[config.mk]
export PLATFORM = sky130hd
export DESIGN_NAME = sar_seq_top
export DESIGN_NICKNAME = d
export VERILOG_FILES = /design/src/rtl/sar_pkg.sv /design/src/rtl/sar_tick_gen.sv /design/src/rtl/sar_engine.sv /design/src/rtl/sar_fmt.sv /design/src/rtl/sar_seq_top.sv
export SDC_FILE = /design/constraint.sdc
export NUM_CORES = 1
export LEC_CHECK = 0
export ABC_AREA = 1
export BUFFER_PORTS_ARGS = -buffer_cell sky130_fd_sc_hd__buf_4
export CAP_MARGIN = 20
export CORE_MARGIN = 1
export CORE_UTILIZATION = 40
export CTS_BUF_LIST = sky130_fd_sc_hd__clkbuf_4 sky130_fd_sc_hd__clkbuf_8
export CTS_CLUSTER_SIZE = 25
export DETAILED_ROUTE_END_ITERATION = 10
export PLACE_DENSITY_LB_ADDON = 0.25
export SKIP_CTS_REPAIR_TIMING = 1
export SLEW_MARGIN = 20
export SYNTH_ARGS = -nofsm -noshare
export SYNTH_HDL_FRONTEND = slang
export SYNTH_SLANG_ARGS = --single-unit
[constraint.sdc]
create_clock -name clk -period 4.3 [get_ports clk]
set_input_delay 0.43 -clock clk [delete_from_list [all_inputs] [get_ports clk]]
set_output_delay 0.43 -clock clk [all_outputs]
set_load 0.005 [all_outputs]
[src/rtl/sar_pkg.sv]
package sar_pkg;
  typedef enum logic [1:0] {
    ST_IDLE  = 2'd0,
    ST_DEFER = 2'd1,
    ST_SETUP = 2'd2,
    ST_TRIAL = 2'd3
  } sar_state_t;
endpackage

[src/rtl/sar_tick_gen.sv]
module sar_tick_gen #(
  parameter int CLK_DIV = 4
) (
  input  logic clk,
  input  logic rst_n,
  input  logic run,
  input  logic rc_sel,
  input  logic rc_tick,
  output logic tick
);
  localparam int CW = (CLK_DIV > 1) ? $clog2(CLK_DIV) : 1;
  localparam logic [CW-1:0] CLAST = CW'(CLK_DIV - 1);

  logic [CW-1:0] cnt_q, cnt_d;
  logic div_tick;

  assign div_tick = run && (cnt_q == CLAST);
  assign tick     = rc_sel ? (rc_tick && run) : div_tick;

  always_comb begin
    cnt_d = cnt_q;
    if (!run || rc_sel)       cnt_d = '0;
    else if (cnt_q == CLAST)  cnt_d = '0;
    else                      cnt_d = cnt_q + 1'b1;
  end

  always_ff @(posedge clk or negedge rst_n) begin
    if (!rst_n) cnt_q <= '0;
    else        cnt_q <= cnt_d;
  end

  // divided ticks are spaced CLK_DIV cycles apart
  a_r3_div_spacing: assert property (@(posedge clk) disable iff (!rst_n)
    (CLK_DIV > 1 && !rc_sel && tick) |=> (!tick || rc_sel));
endmodule

[src/rtl/sar_engine.sv]
module sar_engine
  import sar_pkg::*;
#(
  parameter int NBITS     = 10,
  parameter int INSTR_CYC = 4
) (
  input  logic             clk,
  input  logic             rst_n,
  input  logic             start,
  input  logic             abort,
  input  logic             rc_mode,
  input  logic             tick,
  input  logic             cmp_in,
  output logic             busy,
  output logic             run,
  output logic             done,
  output logic [NBITS-1:0] final_code,
  output logic [NBITS-1:0] dac_code
);
  localparam int IW = $clog2(NBITS);
  localparam int DW = (INSTR_CYC > 1) ? $clog2(INSTR_CYC) : 1;
  localparam logic [DW-1:0] DLAST = DW'(INSTR_CYC - 1);
  localparam logic [IW-1:0] ITOP  = IW'(NBITS - 1);

  sar_state_t       st_q, st_d;
  logic [IW-1:0]    idx_q, idx_d;
  logic [NBITS-1:0] sar_q, sar_d;
  logic [DW-1:0]    dcnt_q, dcnt_d;

  always_comb begin
    st_d   = st_q;
    idx_d  = idx_q;
    sar_d  = sar_q;
    dcnt_d = dcnt_q;
    done   = 1'b0;
    case (st_q)
      ST_IDLE: begin
        if (start) begin
          st_d   = rc_mode ? ST_DEFER : ST_SETUP;
          dcnt_d = '0;
        end
      end
      ST_DEFER: begin
        if (dcnt_q == DLAST) st_d = ST_SETUP;
        else                 dcnt_d = dcnt_q + 1'b1;
      end
      ST_SETUP: begin
        if (tick) begin
          st_d  = ST_TRIAL;
          sar_d = '0;
          idx_d = ITOP;
        end
      end
      ST_TRIAL: begin
        if (tick) begin
          sar_d[idx_q] = cmp_in;
          if (idx_q == '0) begin
            done = 1'b1;
            st_d = ST_IDLE;
          end else begin
            idx_d = idx_q - 1'b1;
          end
        end
      end
      default: st_d = ST_IDLE;
    endcase
    if (abort) begin
      st_d = ST_IDLE;
      done = 1'b0;
    end
  end

  always_ff @(posedge clk or negedge rst_n) begin
    if (!rst_n) begin
      st_q   <= ST_IDLE;
      idx_q  <= '0;
      sar_q  <= '0;
      dcnt_q <= '0;
    end else begin
      st_q   <= st_d;
      idx_q  <= idx_d;
      sar_q  <= sar_d;
      dcnt_q <= dcnt_d;
    end
  end

  assign busy       = (st_q != ST_IDLE);
  assign run        = (st_q == ST_SETUP) || (st_q == ST_TRIAL);
  assign final_code = sar_d;
  assign dac_code   = (st_q == ST_TRIAL) ? (sar_q | (NBITS'(1) << idx_q)) : '0;

  // completion returns the sequencer to idle
  a_r3_done_idle: assert property (@(posedge clk) disable iff (!rst_n)
    done |=> !busy);
  // the first trial after setup tests only the MSB
  a_r3_msb_first: assert property (@(posedge clk) disable iff (!rst_n)
    (st_q == ST_SETUP && tick && !abort) |=> (dac_code == (NBITS'(1) << (NBITS - 1))));
  // an abort request empties the sequencer
  a_r9_abort_idle: assert property (@(posedge clk) disable iff (!rst_n)
    abort |=> !busy);
endmodule

[src/rtl/sar_fmt.sv]
module sar_fmt #(
  parameter int NBITS = 10,
  parameter int BYTE  = 8
) (
  input  logic [NBITS-1:0] code,
  input  logic             rj,
  output logic [BYTE-1:0]  hi,
  output logic [BYTE-1:0]  lo
);
  localparam int TOT = 2 * BYTE;
  localparam int PAD = TOT - NBITS;

  logic [TOT-1:0] right_v, left_v, pick_v;

  assign right_v = {{PAD{1'b0}}, code};
  assign left_v  = {code, {PAD{1'b0}}};
  assign pick_v  = rj ? right_v : left_v;
  assign hi      = pick_v[TOT-1:BYTE];
  assign lo      = pick_v[BYTE-1:0];
endmodule

[src/rtl/sar_seq_top.sv]
module sar_seq_top #(
  parameter int NBITS     = 10,
  parameter int BYTE      = 8,
  parameter int CLK_DIV   = 4,
  parameter int INSTR_CYC = 4
) (
  input  logic             clk,
  input  logic             rst_n,
  input  logic             ctrl_we,
  input  logic             ctrl_en,
  input  logic             ctrl_go,
  input  logic             ctrl_rc,
  input  logic             ctrl_rj,
  input  logic             ctrl_ie,
  input  logic             irq_clr,
  input  logic             sleep_req,
  input  logic             trig_in,
  input  logic             rc_tick,
  input  logic             cmp_in,
  output logic [NBITS-1:0] dac_code,
  output logic             busy,
  output logic             enable_rb,
  output logic             adc_on,
  output logic [BYTE-1:0]  res_hi,
  output logic [BYTE-1:0]  res_lo,
  output logic             irq_flag,
  output logic             wake_req,
  output logic             tmr_clr
);
  logic [1:0] rsync_q;
  logic       srst_n;

  always_ff @(posedge clk or negedge rst_n) begin
    if (!rst_n) rsync_q <= 2'b00;
    else        rsync_q <= {rsync_q[0], 1'b1};
  end
  assign srst_n = rsync_q[1];

  logic en_q, rc_q, rj_q, ie_q;
  logic pwr_dn_q, pwr_dn_d;
  logic irq_q, irq_d;
  logic wake_q, wake_d;
  logic tclr_q, tclr_d;
  logic [BYTE-1:0] hi_q, hi_d, lo_q, lo_d;

  logic rc_eff, abort, sw_start, trig_ok, start;
  logic eng_busy, eng_run, eng_done, tick;
  logic [NBITS-1:0] final_code;
  logic [BYTE-1:0]  fmt_hi, fmt_lo;
  logic pd_set, pd_clr;

  assign rc_eff   = ctrl_we ? ctrl_rc : rc_q;
  assign adc_on   = en_q && !pwr_dn_q;
  assign abort    = (sleep_req && !rc_eff) || (ctrl_we && !ctrl_en);
  assign sw_start = ctrl_we && ctrl_en && ctrl_go && !pwr_dn_q;
  assign trig_ok  = trig_in && adc_on && !eng_busy && !abort;
  assign start    = (sw_start || trig_ok) && !eng_busy && !abort;

  sar_tick_gen #(.CLK_DIV(CLK_DIV)) u_tick (
    .clk    (clk),
    .rst_n  (srst_n),
    .run    (eng_run),
    .rc_sel (rc_q),
    .rc_tick(rc_tick),
    .tick   (tick)
  );

  sar_engine #(.NBITS(NBITS), .INSTR_CYC(INSTR_CYC)) u_eng (
    .clk       (clk),
    .rst_n     (srst_n),
    .start     (start),
    .abort     (abort),
    .rc_mode   (rc_eff),
    .tick      (tick),
    .cmp_in    (cmp_in),
    .busy      (eng_busy),
    .run       (eng_run),
    .done      (eng_done),
    .final_code(final_code),
    .dac_code  (dac_code)
  );

  sar_fmt #(.NBITS(NBITS), .BYTE(BYTE)) u_fmt (
    .code(final_code),
    .rj  (rj_q),
    .hi  (fmt_hi),
    .lo  (fmt_lo)
  );

  always_comb begin
    pd_set   = (sleep_req && !rc_eff && (en_q || (ctrl_we && ctrl_en)))
             || (eng_done && sleep_req && !ie_q);
    pd_clr   = ctrl_we && ctrl_en;
    pwr_dn_d = pwr_dn_q;
    if (pd_set)      pwr_dn_d = 1'b1;
    else if (pd_clr) pwr_dn_d = 1'b0;

    irq_d = irq_q;
    if (eng_done)     irq_d = 1'b1;
    else if (irq_clr) irq_d = 1'b0;

    wake_d = eng_done && sleep_req && ie_q;
    tclr_d = trig_ok;

    hi_d = hi_q;
    lo_d = lo_q;
    if (eng_done) begin
      hi_d = fmt_hi;
      lo_d = fmt_lo;
    end
  end

  always_ff @(posedge clk or negedge srst_n) begin
    if (!srst_n) begin
      en_q <= 1'b0;
      rc_q <= 1'b0;
      rj_q <= 1'b0;
      ie_q <= 1'b0;
    end else if (ctrl_we) begin
      en_q <= ctrl_en;
      rc_q <= ctrl_rc;
      rj_q <= ctrl_rj;
      ie_q <= ctrl_ie;
    end
  end

  always_ff @(posedge clk or negedge srst_n) begin
    if (!srst_n) begin
      pwr_dn_q <= 1'b0;
      irq_q    <= 1'b0;
      wake_q   <= 1'b0;
      tclr_q   <= 1'b0;
      hi_q     <= '0;
      lo_q     <= '0;
    end else begin
      pwr_dn_q <= pwr_dn_d;
      irq_q    <= irq_d;
      wake_q   <= wake_d;
      tclr_q   <= tclr_d;
      hi_q     <= hi_d;
      lo_q     <= lo_d;
    end
  end

  assign busy      = eng_busy;
  assign enable_rb = en_q;
  assign res_hi    = hi_q;
  assign res_lo    = lo_q;
  assign irq_flag  = irq_q;
  assign wake_req  = wake_q;
  assign tmr_clr   = tclr_q;

  // a timer clear only accompanies a conversion that was started
  a_r7_clr_with_busy: assert property (@(posedge clk) disable iff (!srst_n)
    tmr_clr |-> busy);
  // a wake request always comes with the completion flag
  a_r10_wake_flag: assert property (@(posedge clk) disable iff (!srst_n)
    wake_req |-> irq_flag);
  // an unpowered converter never sequences
  a_r12_off_idle: assert property (@(posedge clk) disable iff (!srst_n)
    !adc_on |-> !busy);
  // power-down keeps the enable bit set
  a_r11_enable_kept: assert property (@(posedge clk) disable iff (!srst_n)
    $rose(pwr_dn_q) |-> enable_rb);
endmodule

Word level (Yosys, flattened, before mapping)
Index checks and enable logic that the tools add are counted.

Word-level logic and storage cells: 114. Output and inout port bits: 32. Register bits: 46. Bits of input ports: 13.

Equality and inequality tests: 15. Magnitude comparators: 2. Add/sub/neg operators: 3. Shift-type cells: 1. Mux-type cells: 35. Reductions and logical operators: 41. Bitwise operators: 1.

Operators by type and width (number): 10-bit 2-to-1 mux (3); 2-bit 2-to-1 mux (11); 10-bit one-hot mux with 2 select lines (1); 1-bit logical AND (18); 16-bit 2-to-1 mux (1); 4-bit 2-to-1 mux (3); 1-bit 2-to-1 mux (11); 10-bit bitwise mux (1); 2-bit != test (second input constant) (5); 10-bit OR (1); 2-bit nonzero test (5); 1-bit by 4-bit left shift with 10-bit output (first input constant) (1); 3-bit != test (second input constant) (3); 2-bit equality test (second input constant) (4); 2-bit one-hot mux with 4 select lines (1); 4-bit one-hot mux with 2 select lines (1); 1-bit logical NOT (7); 1-bit logical OR (6); 3-bit by 2-bit != test with 1-bit output (second input constant) (2); 4-bit by 5-bit less-than comparator with 1-bit output (second input constant) (1); 5-bit AND reduction (1); 2-bit by 1-bit adder with 2-bit output (second input constant) (2); 1-bit demux with 4-bit select (1); 4-bit by 1-bit >= comparator with 1-bit output (second input constant) (1); other kinds (7) (7).

Depth between registers and ports, before layout
Gate-level depths: netlist of the first run.

Depth in word-level cells: 12. Gate-level depth with buffers: 11. Depth with buffers taken out: 11.

Cells and area by module
Synthesis of the first run repeated with hierarchy kept, for this count alone.

Cells, all modules: 334. Area, all modules: 2595.0 um^2.

Modules (own cells, without submodules): sar_engine (cells an instance 165, area each 1306.3 um^2, seq. area each 450.4 um^2, times used 1); sar_seq_top (cells an instance 117, area each 1021.0 um^2, seq. area each 650.6 um^2, times used 1); sar_fmt (cells an instance 39, area each 165.2 um^2, seq. area each 0.0 um^2, times used 1); sar_tick_gen (cells an instance 13, area each 102.6 um^2, seq. area each 50.0 um^2, times used 1).

Least setup slack after synthesis of the first run
Ideal clock, no wire load.

Path kind: reg-to-reg. From: reg u_eng.idx_q[0]. To: reg lo_q[3], in the netlist res_lo[3]. Arrival: 1.433 ns. Required time: 4.184 ns. Setup time: 0.116 ns. Clock period less this slack: 1.549 ns. Cell stages (with the launch flop): 11. Path buffers: 1. Setup slack: 2.751 ns. Cell sequence: dfrtp_1 > inv_1 > ha_1 > nand2_4 > nor2_4 > nand2_2 > nor2_4 > inv_6 > buf_6 > nand2_1 > nand2_1.

Longest elaborated chain between the ends: 8. Elaborated cells on any way between the ends: 14. Those cells by class: order compare: 2; mux: 10; reduce/logical: 2.

Ends and longest elaborated chain: start: declaration (RTL line sar_engine.sv:26) `logic [IW-1:0] idx_q, idx_d;`; start signal: assignment (RTL line sar_engine.sv:81) `idx_q <= idx_d;`; 4-bit by 5-bit less-than comparator with 1-bit output (implied by the code) or 4-bit by 1-bit >= comparator with 1-bit output (tied branches) (RTL line sar_engine.sv:56) `sar_d[idx_q] = cmp_in;`; 1-bit logical AND (implied by the code) (RTL line sar_engine.sv:56); 1-bit 2-to-1 mux (implied by the code) (RTL line sar_engine.sv:56); 1-bit demux with 4-bit select; 10-bit bitwise mux (RTL line sar_engine.sv:56); 10-bit 2-to-1 mux (RTL line sar_engine.sv:55) `if (tick) begin`; 10-bit one-hot mux with 2 select lines (RTL line sar_engine.sv:36) `case (st_q)`; 16-bit 2-to-1 mux (RTL line sar_fmt.sv:17) `assign pick_v = rj ? right_v : left_v;`; end signal: assignment (RTL line sar_seq_top.sv:141) `lo_q <= lo_d;`; end: declaration (RTL line sar_seq_top.sv:44) `logic [BYTE-1:0] hi_q, hi_d, lo_q, lo_d;`.

Several ways; a longest one is shown, not always the timed one. A chain may end at the register's enable or synchronous reset.

Worst setup path after layout of the first run
From: reg u_eng.st_q[0]. To: out dac_code[9].

Longest elaborated chain between the ends: 2.

Ends and longest elaborated chain: start: declaration (RTL line sar_engine.sv:25) `sar_state_t st_q, st_d;`; start signal: assignment (RTL line sar_engine.sv:80) `st_q <= st_d;`; 2-bit equality test (RTL line sar_engine.sv:90) `assign dac_code = (st_q == ST_TRIAL) ? (sar_q | (NBITS'(1) << idx_q)) : '0;`; 10-bit 2-to-1 mux (RTL line sar_engine.sv:90); end: declaration (RTL line sar_seq_top.sv:20) `output logic [NBITS-1:0] dac_code,`.

Every way passes these cells.

==> flow_metrics.env, run 1 <==
export IMPL_overflow=0
export IMPL_post_dp_cell_area_um2=2897
export IMPL_clock_skew_ps=6.179
export IMPL_r2r_slack_ps=2210
export IMPL_syn_area_um2=2514
export IMPL_hold_start="irq_clr"
export IMPL_fmax_mhz=423.3
export IMPL_critPathLaunchType="flip-flop"
export IMPL_cap_violations=0
export IMPL_nFillCells=580
export IMPL_drc=0
export IMPL_final_nets=395
export IMPL_die_y_um=81.27
export IMPL_cts_buffers=5
export IMPL_start_util_pct=41.96
export IMPL_seq_area_um2=1152
export IMPL_htree_levels=2
export IMPL_finalSetupViolCount=0
export IMPL_core_um2=5991
export IMPL_path_class="flip-flop to primary output"
export IMPL_power_leakage_nw=1.675
export IMPL_drt_iter0_markers=98
export IMPL_avgSynthCellArea_um2=7.758
export IMPL_power_density_nw_per_um2=402.5
export IMPL_yosysWarnings=0
export IMPL_ir_worst_vdd_mv=0.2376
export IMPL_layout_min_cycle_time_ps=2363
export IMPL_rsz0062_at_grt="false"
export IMPL_syn2layout_area_growth_pct=19.56
export IMPL_reg2reg_depth=9
export IMPL_ys_types=29
export IMPL_yosysSeqAreaShare_pct=45.79
export IMPL_drt_wirelength_per_cell_um=12.21
export IMPL_hold_path_class="input pin to flip-flop"
export IMPL_place_gp_congestion=0.8218
export IMPL_grt_antenna_before_repair=0
export IMPL_final_cells=447
export IMPL_drt_wl_total_um=5456
export IMPL_worst_slew_pin_slew_ps=955.1
export IMPL_timing_rr_start="u_eng.st_q[0]$_DFFE_PN0P_"
export IMPL_ios=45
export IMPL_clk_latency_ps=300
export IMPL_required_ps=3870
export IMPL_ys_ff_latch=46
export IMPL_grt_start_max_net_pins=45
export IMPL_multi_input_area_um2=1176
export IMPL_cp_end_kind="primary output"
export IMPL_period_share_pct=54.94
export IMPL_fp_dieArea_um2=6605
export IMPL_cts_tree="yes"
export IMPL_max_slew_margin_rel_pct=36.33
export IMPL_synth_nets=348
export IMPL_cts_sinks=46
export IMPL_status="finished clean"
export IMPL_grt_pass1_vias=2010
export IMPL_dp_hpwl_um=4085
export IMPL_utilization_pct=50.17
export IMPL_dp_cells=438
export IMPL_design_area_um2=3005
export IMPL_vias=2191
export IMPL_firstDrtPassIters=4
export IMPL_cts_root_buf="clkbuf_8"
export IMPL_worstPathMaxFanout=12
export IMPL_setup_tns_ps=0
export IMPL_antenna_cells=0
export IMPL_arrival_ps=1930
export IMPL_die_w_um=81.27
export IMPL_grt_first_pass_wirelength_um=9073
export IMPL_layout_drive_gt1_share_pct=20.16
export IMPL_hold_end="irq_flag$_DFFE_PN0P_"
export IMPL_slew_violations=0
export IMPL_r2r_end="res_lo[6]$_DFFE_PN0P_"
export IMPL_antenna_left=0
export IMPL_clockBufferDepth=2
export IMPL_portBuffers=44
export IMPL_final_hold_violation_count=0
export IMPL_hold_ws_ps=313.8
export IMPL_synthCells=324
export IMPL_viasPerCell=4.902
export IMPL_hold_depth=2
export IMPL_grt_usage_pct=18.05
export IMPL_clk_pin_slew_ps=90
export IMPL_row_count=28
-- stage by stage --
stage	setup slack, ps	total power [mW]
finish	1937	1.210
global route	1791	1.301
CTS	1958	1.221
detailed placement	2237	0.9284
global placement	2313	0.9205
floorplan	2751	0.8464
-- routing by layer --
| metal | part of all wire (%) | vias to the layer above | track usage (%) |
|---|---|---|---|
| met5 | 0 | - | 0 |
| met1 | 45 | 1013 | 23.16 |
| met3 | 5.8 | 3 | 4.045 |
| li1 | - | 1105 | - |
| met2 | 49 | 70 | 30.67 |
| met4 | 0.49 | 0 | 4.286 |
-- cells by family after synthesis --
| group | count (synthesis) | synth area share (%) |
|---|---|---|
| other | 1 | 0.1492 |
| AOI/OAI and AO/OA | 27 | 6.173 |
| buffers and inverters | 42 | 7.416 |
| adders and majority gates | 11 | 5.475 |
| DFF | 46 | 45.79 |
| and+or+nand+nor | 197 | 34.99 |
-- registers in the layout, summed over array words and instances (netlist names), 2 cells and up --
signal and cells:
u_eng.sar_q 10, rsync_q 2, u_tick.cnt_q 2, res_hi 8, u_eng.dcnt_q 2, u_eng.idx_q 4, res_lo 8, u_eng.st_q 2
-- worst max-delay path, stage by stage (launching register included) --
cell and delay (ps):
dfrtp_1 400, ha_1 450, inv_1 330, a21oi_1 290
buf_4 160
-- worst max path at each step --
stage,startpoint,endpoint,cells after the start
after floorplan,u_eng.idx_q[0]$_DFFE_PN0P_,res_lo[3]$_DFFE_PN0P_,10
after global routing,u_eng.st_q[0]$_DFFE_PN0P_,dac_code[9],4
final,u_eng.st_q[0]$_DFFE_PN0P_,dac_code[9],4
after detailed placement,u_eng.st_q[0]$_DFFE_PN0P_,res_hi[0]$_DFFE_PN0P_,9
after global placement,u_eng.st_q[0]$_DFFE_PN0P_,res_hi[0]$_DFFE_PN0P_,9
after CTS,u_eng.st_q[0]$_DFFE_PN0P_,dac_code[8],4
-- cells in the final DEF, fill, tap and decap left out, drive strengths merged, types with 2 or more instances in the layout --
master  count
ha         11
or2         3
inv        38
buf        44
a21oi      12
nor3        5
nor2       26
nand4       2
o21ai      12
nand3      27
clkbuf      7
dfrtp      46
nand2     133
-- area by class of cell --
class	instances	area share, %
inverter	37	4.788
clock buffer	7	2.998
timing repair buffer	45	11.32
tap	75	3.122
clock inverter	1	0.2914
sequential	46	38.34
multi-input combinational	236	39.13
-- report_power, final --
part | switching [mW] | total, mW | internal [mW]
Clock | 0.152 | 0.291 | 0.139
Combinational | 0.233 | 0.367 | 0.134
Sequential | 0.0692 | 0.551 | 0.482
-- synthesized netlist by cell type --
cell	number	area, um2
nand2_1	126	473.0
dfrtp_1	46	1151
inv_1	33	123.9
nand3_1	25	125.1
nor2_1	20	75.07
a21oi_1	12	60.06
ha_1	11	137.6
o21ai_0	11	55.05
nand2_2	6	37.54
nor3_1	5	25.02
buf_6	3	33.78
inv_2	3	11.26
nand3_2	2	20.02
nand4_1	2	12.51
nor2_2	2	12.51
nor2_4	2	22.52
nor2_8	2	40.04
or2_2	2	12.51
a21o_1	1	7.510
and3_1	1	6.260
buf_1	1	3.750
buf_2	1	5.000
conb_1	1	3.750
inv_6	1	8.760
nand2_4	1	11.26
o211ai_1	1	7.510
o21ai_4	1	16.27
o32ai_1	1	8.760
or2_1	1	6.260
No activity file was read; power rests on OpenSTA's default activity.
==> run 2: changes to the inputs <==
clock period = 1.9 ns   (was 4.3 ns; I/O delays follow)
==> flow_metrics.env, run 2 (synthesized netlist as in run 1, its figures left out) <==
export IMPL_status="finished clean"
export IMPL_clock_skew_ps=6.283
export IMPL_slew_violations=0
export IMPL_layout_min_cycle_time_ps=1783
export IMPL_fmax_mhz=560.9
export IMPL_htree_levels=2
export IMPL_syn2layout_area_growth_pct=21.80
export IMPL_power_leakage_nw=1.696
export IMPL_ir_worst_vdd_mv=0.4868
export IMPL_cts_tree="yes"
export IMPL_path_delay_family="buffers and inverters"
export IMPL_antenna_left=0
export IMPL_die_y_um=81.27
export IMPL_clockBufferDepth=2
export IMPL_cap_violations=0
export IMPL_cts_root_buf="clkbuf_8"
export IMPL_cp_common_cell="buf_4"
export IMPL_final_nets=399
export IMPL_crit_slowest_cell="dfrtp_1"
export IMPL_cts_buffers=5
export IMPL_grt_first_pass_wirelength_um=9273
export IMPL_seq_area_um2=1152
export IMPL_use_met3_pct=3.483
export IMPL_rsz0062_at_grt="true"
export IMPL_cp_cell_sequence="ha_1 -> inv_1 -> buf_4 -> a21oi_1 -> buf_4"
export IMPL_portBuffers=44
export IMPL_viasPerCell=4.876
export IMPL_grt_antenna_before_repair=0
export IMPL_multi_input_area_um2=1211
export IMPL_firstDrtPassIters=4
export IMPL_layout_drive_gt1_share_pct=23.14
export IMPL_row_count=28
export IMPL_arrival_ps=1590
export IMPL_grt_usage_pct=18.34
export IMPL_required_ps=1710
export IMPL_power_density_nw_per_um2=895.7
export IMPL_grt_util_met2_pct=30.92
export IMPL_p_sw_mw=1.074
export IMPL_p_seq_share_pct=45.6
export IMPL_setup_tns_ps=0
export IMPL_period_share_pct=93.84
export IMPL_slowest_delay_ps=410
export IMPL_gr_max_usage_layer="met2"
export IMPL_hold_depth=2
export IMPL_cp_end_kind="primary output"
export IMPL_start_util_pct=41.96
export IMPL_nFillCells=561
export IMPL_p_int_mw=1.668
export IMPL_worst_path_stages=5
export IMPL_overflow=0
export IMPL_hold_path_class="input pin to flip-flop"
export IMPL_cts_sinks=46
export IMPL_place_gp_congestion=0.8979
export IMPL_power_mw=2.743
export IMPL_swShare_pct=39.16
export IMPL_die_w_um=81.27
export IMPL_clk_pin_slew_ps=90
export IMPL_grt_start_max_net_pins=30
export IMPL_final_hold_violation_count=0
export IMPL_grt_util_met1_pct=23.71
export IMPL_layout_cells_most_common="nand2_1"
export IMPL_core_um2=5991
export IMPL_worst_slew_pin_slew_ps=642.0
export IMPL_pwr_share_clk_pct=22.3
export IMPL_finalSetupViolCount=0
export IMPL_vias=2199
export IMPL_ios=45
export IMPL_regMostFlops="u_eng.sar_q"
export IMPL_pre_cts_slack_ps=90.72
export IMPL_p_comb_share_pct=32.1
export IMPL_path_buf_inv=3
export IMPL_reg2reg_depth=10
export IMPL_max_slew_margin_rel_pct=57.20
export IMPL_clk_latency_ps=300
export IMPL_drt_iter0_markers=144
export IMPL_path_class="flip-flop to primary output"
export IMPL_drt_wl_total_um=5529
export IMPL_worstPathMaxFanout=8
export IMPL_setup_slack_ps=117.1
export IMPL_largest_register_ffs=10
export IMPL_antenna_cells=0
export IMPL_grt_pass1_vias=2103
export IMPL_critPathLaunchType="flip-flop"
export IMPL_final_cell_mix="125 x nand2_1, 48 x buf_4, 45 x dfrtp_1"
export IMPL_drc=0
export IMPL_dp_hpwl_um=4189
export IMPL_utilization_pct=51.11
export IMPL_drt_wirelength_per_cell_um=12.26
export IMPL_fp_dieArea_um2=6605
==> run 2: changes by cell type in the layout (fill, tap and decap cells not counted), sizes merged <==
cell | previous run | this run
buf | 44 | 48
clkbuf | 7 | 5
clkinv | 0 | 2
clkinvlp | 0 | 1
inv | 38 | 37
==> run 2: final cells by class <==
| type | count | area share [%] |
|---|---|---|
| timing repair buffer | 49 | 12.10 |
| sequential | 46 | 37.64 |
| multi-input combinational | 236 | 39.56 |
| inverter | 37 | 4.700 |
| clock buffer | 5 | 2.248 |
| tap | 75 | 3.065 |
| clock inverter | 3 | 0.6947 |
==> run 2: power by group through the flow <==
| stage | Sequential, mW | Clock (mW) | Combinational (mW) |
|---|---|---|---|
| after floorplan | 1.18 | 0 | 0.731 |
| after global placement | 1.26 | 0 | 0.847 |
| after detailed placement | 1.27 | 0 | 0.853 |
| after CTS | 1.25 | 0.627 | 0.859 |
| after global routing | 1.27 | 0.669 | 1.01 |
| final | 1.25 | 0.612 | 0.881 |
==> run 2: routing by layer <==
layer / routed length (um) / up-vias
li1: - / 1112
met1: 2585 / 1018
met2: 2638 / 61
met3: 231 / 8
met4: 72 / 0
met5: 0 / -
==> run 2: worst paths after layout <==
| path | slack (ps) | startpoint | endpoint |
|---|---|---|---|
| worst max-delay path | 120 | u_eng.st_q[0]$_DFFE_PN0P_ | dac_code[1] |
| min in group asynchronous | 200 | rst_n | rsync_q[1]$_DFF_PN0_ |
| worst max register to register | 140 | u_eng.st_q[0]$_DFFE_PN0P_ | res_hi[1]$_DFFE_PN0P_ |
| worst min-delay path | 70 | irq_clr | irq_flag$_DFFE_PN0P_ |
| max in group asynchronous | 1010 | rsync_q[1]$_DFF_PN0_ | u_eng.sar_q[9]$_DFF_PN0_ |
| worst min register to register | 300 | rsync_q[1]$_DFF_PN0_ | res_hi[4]$_DFFE_PN0P_ |
==> run 2: metrics by stage <==
step,area [um2],hold slack (ps),instances
after global placement,2927,-27.33,442
after floorplan,2514,-105.6,324
after global routing,3062,64.47,451
final,3062,67.28,451
after CTS,3017,-355.4,450
after detailed placement,2927,-26.97,442
==> run 3: changes to the inputs <==
CORE_ASPECT_RATIO = 1.2   (was default)
REMOVE_ABC_BUFFERS = 1   (was default)
==> flow_metrics.env, run 3 (synthesized netlist as in run 1, its figures left out) <==
export IMPL_status="finished clean"
export IMPL_viasPerCell=4.782
export IMPL_die_y_um=88.84
export IMPL_cp_common_cell="nor2_1"
export IMPL_r2r_end="res_hi[0]$_DFFE_PN0P_"
export IMPL_path_delay_family="simple AND/OR/NAND/NOR gates"
export IMPL_dp_hpwl_um=4045
export IMPL_antenna_cells=0
export IMPL_final_cells=458
export IMPL_ios=45
export IMPL_regMostFlops="u_eng.sar_q"
export IMPL_fp_dieArea_um2=6607
export IMPL_clock_skew_ps=13.87
export IMPL_power_density_nw_per_um2=941.3
export IMPL_slowest_delay_ps=420
export IMPL_htree_levels=2
export IMPL_timing_rr_start="u_eng.idx_q[1]$_DFFE_PN0P_"
export IMPL_grt_pass1_vias=2003
export IMPL_cp_cell_sequence="inv_2 -> ha_1 -> inv_1 -> nor3_1 -> nor2_1 -> nor2_1 -> buf_4"
export IMPL_hold_path_class="input pin to flip-flop"
export IMPL_required_ps=1710
export IMPL_arrival_ps=1700
export IMPL_rsz0062_at_grt="true"
export IMPL_final_hold_violation_count=0
export IMPL_worstPathMaxFanout=7
export IMPL_worst_path_stages=7
export IMPL_overflow=0
export IMPL_period_share_pct=99.33
export IMPL_largest_register_ffs=10
export IMPL_path_buf_inv=3
export IMPL_cts_buffers=5
export IMPL_layout_drive_gt1_share_pct=23.40
export IMPL_fmax_mhz=529.9
export IMPL_setup_slack_ps=12.79
export IMPL_drc=0
export IMPL_final_nets=399
export IMPL_critical_path_endpoint="dac_code[2]"
export IMPL_r2r_slack_ps=140
export IMPL_finalSetupViolCount=0
export IMPL_start_util_pct=41.54
export IMPL_dp_cells=449
export IMPL_portBuffers=44
export IMPL_antenna_left=0
export IMPL_row_count=31
export IMPL_syn2layout_area_growth_pct=23.64
export IMPL_cp_end_kind="primary output"
export IMPL_firstDrtPassIters=4
export IMPL_grt_usage_pct=17.88
export IMPL_grt_antenna_before_repair=0
export IMPL_final_cell_mix="125 x nand2_1, 47 x buf_4, 44 x dfrtp_1"
export IMPL_critPathLaunchType="flip-flop"
export IMPL_reg2reg_depth=10
export IMPL_cts_root_buf="clkbuf_8"
export IMPL_drt_wirelength_per_cell_um=11.92
export IMPL_place_gp_congestion=0.8206
export IMPL_clk_latency_ps=310
export IMPL_critPathLaunch="u_eng.idx_q[0]$_DFFE_PN0P_"
export IMPL_path_class="flip-flop to primary output"
export IMPL_power_leakage_nw=1.707
export IMPL_drt_iter0_markers=130
export IMPL_core_um2=6051
export IMPL_layout_cells_most_common="nand2_1"
export IMPL_layout_min_cycle_time_ps=1887
export IMPL_crit_slowest_cell="dfrtp_1"
export IMPL_clockBufferDepth=2
export IMPL_cts_tree="yes"
export IMPL_grt_first_pass_wirelength_um=8976
export IMPL_pre_cts_slack_ps=79.01
export IMPL_cap_violations=0
export IMPL_ir_worst_vdd_mv=0.6630
export IMPL_cts_sinks=46
export IMPL_slew_violations=0
export IMPL_clk_pin_slew_ps=90
export IMPL_vias=2190
export IMPL_die_w_um=74.37
export IMPL_drt_wl_total_um=5461
export IMPL_grt_start_max_net_pins=30
## run 3: cell count changes in the layout (fill, tap and decap cells not counted), sizes merged
cell,change
bufinv,+1
clkbuf,+1
clkinv,-2
## run 3: worst min-delay path by stage
stage            start                   end  slack (ps)  depth (start not counted)
2_1_floorplan    rst_n  rsync_q[0]$_DFF_PN0_        -110                          0
3_3_place_gp     rst_n  rsync_q[0]$_DFF_PN0_         -30                          1
3_5_place_dp     rst_n  rsync_q[0]$_DFF_PN0_         -30                          1
4_1_cts          rst_n  rsync_q[1]$_DFF_PN0_        -360                          1
5_1_grt        ctrl_ie      ie_q$_DFFE_PN0P_         110                          3
6_report       irq_clr  irq_flag$_DFFE_PN0P_          70                          2
## run 3: worst register-to-register path: stages (launching register included)
cell and delay (ps):
dfrtp_1 430, inv_1 170, ha_4 190, nand2_4 70, nor2_4 100, nand2_2 90, nor2_4 190, inv_6 110
nor2_8 180, nand2_1 80, nand2_1 70
## run 3: cell type report
class,instances,area (um2)
fill,624,2943
multi-input combinational,236,1211
sequential,46,1154
timing repair buffer,49,382.9
inverter,37,143.9
tap,82,102.6
clock buffer,6,76.32
clock inverter,2,37.54
## run 3: power by group
group	switching (mW)	internal, mW	leakage (nW)
combinational	0.585	0.343	1.04
clock	0.346	0.407	0.0548
sequential	0.152	1.09	0.610
## run 3: stage by stage
stage	util, %	instance area [um2]	power (mW)	TNS, ps	hold slack, ps
after floorplan	-	2471	1.866	0	-105.6
after global placement	48.72	2948	2.112	0	-27.80
after detailed placement	48.72	2948	2.129	0	-26.40
after CTS	50.60	3062	2.885	-160.9	-360.2
after global routing	51.36	3108	3.117	-302.7	106.7
final	51.36	3108	2.926	0	73.62
## run 3: layer usage
metal	track usage (%)	vias up	share of wire, %
met5	0	-	0
met4	6.175	0	1.6
li1	-	1116	-
met2	29.40	51	48
met3	3.075	6	3.8
met1	23.68	1017	46
